File: src/rtl/pmx_pkg.sv
package pmx_pkg;
    typedef enum logic [1:0] {
        ST_IDLE = 2'd0,
        ST_SEEK = 2'd1,
        ST_HELD = 2'd2
    } pmx_state_t;
endpackage

File: src/rtl/pmx_bit_counter.sv
module pmx_bit_counter #(
    parameter int CNT_W = 6,
    parameter int SAT   = 32
) (
    input  logic             clk,
    input  logic             rst,
    input  logic             restart,
    output logic [CNT_W-1:0] cnt
);
    localparam logic [CNT_W-1:0] CNT_SAT = CNT_W'(SAT);

    // the count is the index of the next bit to arrive; bit 0 is taken on the latch edge
    always_ff @(posedge clk) begin
        if (rst)
            cnt <= '0;
        else if (restart)
            cnt <= CNT_W'(1);
        else if (cnt != CNT_SAT)
            cnt <= cnt + CNT_W'(1);
    end
endmodule

File: src/rtl/pmx_seq_fsm.sv
module pmx_seq_fsm
    import pmx_pkg::*;
#(
    parameter int CNT_W   = 6,
    parameter int TAP_IDX = 1
) (
    input  logic             clk,
    input  logic             rst,
    input  logic             latch,
    input  logic [CNT_W-1:0] cnt,
    input  logic             sdata,
    output pmx_state_t       state,
    output logic             cap
);
    localparam logic [CNT_W-1:0] TAP_CNT = CNT_W'(TAP_IDX);

    pmx_state_t nxt;
    logic       at_tap;

    assign at_tap = (cnt == TAP_CNT) && !latch;

    always_comb begin
        nxt = state;
        unique case (state)
            ST_IDLE: if (latch)  nxt = ST_SEEK;
            ST_SEEK: if (latch)  nxt = ST_SEEK;
                     else if (at_tap) nxt = ST_HELD;
            ST_HELD: if (latch)  nxt = ST_SEEK;
            default: nxt = ST_IDLE;
        endcase
    end

    always_ff @(posedge clk) begin
        if (rst)
            state <= ST_IDLE;
        else
            state <= nxt;
    end

    // capture register: cleared at each word start, loaded at the tap position
    always_ff @(posedge clk) begin
        if (rst)
            cap <= 1'b0;
        else if (latch)
            cap <= 1'b0;
        else if (state == ST_SEEK && at_tap)
            cap <= sdata;
    end
endmodule

File: src/rtl/pmx_out_hold.sv
module pmx_out_hold (
    input  logic clk,
    input  logic rst,
    input  logic load,
    input  logic din,
    output logic q
);
    always_ff @(posedge clk) begin
        if (rst)
            q <= 1'b0;
        else if (load)
            q <= din;
    end
endmodule

File: src/rtl/pmx_post_msb_tap.sv
module pmx_post_msb_tap
    import pmx_pkg::*;
#(
    parameter int MAX_FRAME_BITS = 32,
    parameter int TAP_IDX        = 1
) (
    input  logic clk_bit,
    input  logic rst,
    input  logic ser_data,
    input  logic word_latch,
    output logic comp_en
);
    localparam int CNT_W = $clog2(MAX_FRAME_BITS + 1);

    logic [CNT_W-1:0] bit_cnt;
    pmx_state_t       seq_state;
    logic             cap_bit;

    pmx_bit_counter #(.CNT_W(CNT_W), .SAT(MAX_FRAME_BITS)) u_cnt (
        .clk     (clk_bit),
        .rst     (rst),
        .restart (word_latch),
        .cnt     (bit_cnt)
    );

    pmx_seq_fsm #(.CNT_W(CNT_W), .TAP_IDX(TAP_IDX)) u_seq (
        .clk   (clk_bit),
        .rst   (rst),
        .latch (word_latch),
        .cnt   (bit_cnt),
        .sdata (ser_data),
        .state (seq_state),
        .cap   (cap_bit)
    );

    pmx_out_hold u_hold (
        .clk  (clk_bit),
        .rst  (rst),
        .load (word_latch),
        .din  (cap_bit),
        .q    (comp_en)
    );
endmodule

File: config.mk
export PLATFORM = sky130hd
export DESIGN_NAME = pmx_post_msb_tap
export DESIGN_NICKNAME = d
export VERILOG_FILES = /design/src/rtl/pmx_pkg.sv /design/src/rtl/pmx_bit_counter.sv /design/src/rtl/pmx_seq_fsm.sv /design/src/rtl/pmx_out_hold.sv /design/src/rtl/pmx_post_msb_tap.sv
export SDC_FILE = /design/constraint.sdc
export NUM_CORES = 1
export LEC_CHECK = 0
export CORE_AREA = 3 3 40 42
export CTS_CLUSTER_DIAMETER = 50
export DETAILED_ROUTE_END_ITERATION = 12
export DIE_AREA = 0 0 43 45
export DONT_BUFFER_PORTS = 1
export PLACE_DENSITY_LB_ADDON = 0.3
export SETUP_SLACK_MARGIN = 0.3
export SLEW_MARGIN = 20
export SYNTH_ARGS = -nofsm -noshare
export SYNTH_HDL_FRONTEND = slang
export SYNTH_SLANG_ARGS = --single-unit
File: constraint.sdc
create_clock -name clk_bit -period 4.55 [get_ports clk_bit]
set_clock_uncertainty 0.2 [all_clocks]
set_input_delay 0.91 -clock clk_bit [delete_from_list [all_inputs] [get_ports clk_bit]]
set_output_delay 0.91 -clock clk_bit [all_outputs]
set_load 0.02 [all_outputs]
==> summary.md <==
| Metric | Value |
|---|---|
| Clk pin slew, worst setup/hold paths | roughly 0.06 ns |
| Combinational share of power | under 10% |
| Final-report hold violation count | 0 |
| Sw Pwr | 0.0377 mW |
| Clk root buf | clkbuf_4 |
| Antenna Cells | 0 |
| Final-stage net count | 64 |
| Vias in the first global route | 314 |
| Post-cts gate resize count | 0 |
| FMAX | about 550 MHz |
| RSZ-0062 raised after global routing | false |
| Share of the synthesized area in the top cell type | ~42% |
| Fraction of layout instances using a drive strength above 1 | 10.7% |
| Final core utilization | roughly 41% |
| Clock network fraction of design power | between 40% and 50% |
| # rows | 13 |
| Routed Antenna Nets | 0 |
| Switching Fraction | a little over a fifth |
| Detailed Routing Iterations Pass 1 | 2 |
| Status | finished, final reports clean |
| Hold-fix buffers at CTS | 0 |
| Fin crit period | approximately 1.8 ns |
| # IOs | 5 |
| Rel. slew slack | 82.5% |
| Flop2flop setup slack | between 2 and 3 ns |
| Synth area leaders | dfxtp_1 (42%), ha_1 (8.0%), nand2_1 (4.8%) |
| Placed cells | between 60 and 70 |
| Clock insertion delay at the later pin of the skew report | about 0.27 ns |
| DIE HEIGHT | ~45 um |
| Critical Path End Type | primary output |
| First-pass GRT wire length | 1.37 mm |
| CTS tree | built |
| Post-Syn Nets | a little under 60 |
| Worst reg2reg path endpoint | u_cnt.cnt[0] |
| Max rail drop VDD | 0.000159 V |
| Hpwl dp | 561 um |
| Ys Warns | 0 |
| Critical hold path startpoint | u_seq.cap |
| Drt drc | 0 |
| Peak fanout along the critical path | 2 |
| Antenna violations before repair | 0 |
| Final-report max-slew violation count | 0 |
| DRT Wirelength | about 750 um |
| Syn avg cell area | around 9.1 um^2 |
| Number of CTS-inserted buffers | 3 |
| Mapped Area | around 470 um^2 |
| Critical Path AT | about 0.7 ns |
| Grt ovf | 0 |
| Hold slack | between 0.2 and 0.3 ns |
| GRT Total Usage | around a tenth |
| Pre-CTS setup slack | between 2 and 3 ns |
| Vias | between 300 and 400 |
| TNS Setup | 0 ns |
| Final std cells w/o fill | ~70 |
| Final WS setup | 2.74 ns |
| Die width | roughly 43 um |
| Setup crit start | u_hold.q |
| Hold WC Path Type | reg2reg |
| Placed Area | slightly below 500 um^2 |
| Power, Total | 0.181 mW |
| IO Port Bufs | 0 |
| # setup viols final | 0 |
| RR Startpoint | u_cnt.cnt[3] |
| FF+latch count, synth | 10 |
| Reg2Reg Depth | 3 |
| Postcts setup bufs | 0 |
| Clock Tree Buf Depth | 2 |
| Crit path kind | reg2out |
| Most common cell after layout, fill and taps aside | dfxtp_1 |
| H-Tree Depth | 1 |
| Most frequent cells in the layout | dfxtp_1 (10), nand2_1 (6), nor2_1 (4) |
| P&R area growth vs syn | 11.7% |
| Worst Path Required | 3.44 ns |
| Max cap viols | 0 |
| Post-synth cell types | 24 |
| Fin area | roughly 530 um^2 |
| Cells after Synth | 52 |
| Drt via density | just under 5 |
| WHS Path Cells | 2 |
| Die area | about 0.0019 mm^2 |
| Lkg Pwr | roughly 0.20 nW |
| Initial core utilization | between 30% and 40% |
| Int Pwr | roughly 0.14 mW |
| Worst Hold End | u_seq.cap |
| Largest net degree at the start of global routing | 9 |
| Reg power frac | 51.0% |
| Nature of the critical path startpoint | register |
| Clk sinks | 10 |
| Worst slew pin tran | 0.262 ns |
| Routed len/inst | around 11 um |
| Initial DRC Count | 4 |
| Pwr dens | 343 mW/mm^2 |
| Crit share post-route | between 30% and 40% |
| Core ar. | between 0.001 and 0.0015 mm^2 |
| Yosys top cell by area | dfxtp_1 |
| Seq/Total Area, Yosys | approximately 42% |
| GP Congestion | roughly 0.70 |
-- registers in the layout, indices dropped and copies added (netlist names) --
signal	flops
u_cnt.cnt	6
u_hold.q	1
u_seq.state	2
u_seq.cap	1
-- worst max path at each step --
stage | slack, ns | endpoint | cells past startpoint
2_1_floorplan | 2.69 | u_cnt.cnt[0] | 2
3_3_place_gp | 2.68 | u_cnt.cnt[0] | 2
3_5_place_dp | 2.69 | u_cnt.cnt[0] | 2
4_1_cts | 2.72 | comp_en | 0
5_1_grt | 2.70 | comp_en | 0
6_report | 2.74 | comp_en | 0
-- cells in the mapped netlist (all sizes together) --
master and number:
a21oi 3, or4 1, ha 3, xor2 2
or3 2, xnor2 1, o21ai 2, nor3b 1
mux2i 2, dfxtp 10, a211oi 1, o41ai 1
nor2b 1, nand4b 1, and3 1, nand2 6
or2 1, inv 2, or3b 1, nor2 4
nand3 2, o211ai 1, nor3 3
-- tightest hold or removal path: cells and delay by family (launching register included) --
family	cells	cell delay, ns
flops	1	0.31
mux	1	0.06
simple gates	1	0.05
-- final cells by class --
type,instances,area [um^2]
well taps,15,18.8
fillers,132,758
clock buffers,4,36.3
multi-input cells,40,264
flip-flops and latches,10,200
inverters,2,7.51
-- layer usage --
layer / up-vias / global-route usage (%) / wire, um
met5: - / 0 / 0
met4: 0 / 3.61 / 10
met3: 3 / 7.17 / 42
met2: 4 / 13.5 / 326
met1: 141 / 12.5 / 376
li1: 193 / - / -
-- cells by family after synthesis --
logic type      synth area share (%)
compound gates                  10.3
xor+xnor                        5.57
fa+ha+maj                       7.96
buf+inv                         1.59
flops                           42.4
mux                             4.24
simple gates                    27.9
-- power groups by stage --
| stage | Clock, mW | Combinational, mW | Sequential [mW] |
|---|---|---|---|
| after floorplan | 0 | 0.00763 | 0.0936 |
| after global placement | 0 | 0.00897 | 0.0942 |
| after detailed placement | 0 | 0.00881 | 0.0942 |
| after CTS | 0.0826 | 0.00899 | 0.0922 |
| after global routing | 0.0859 | 0.0108 | 0.0927 |
| final | 0.0796 | 0.00888 | 0.0922 |
(Power assumes the default switching activity.)
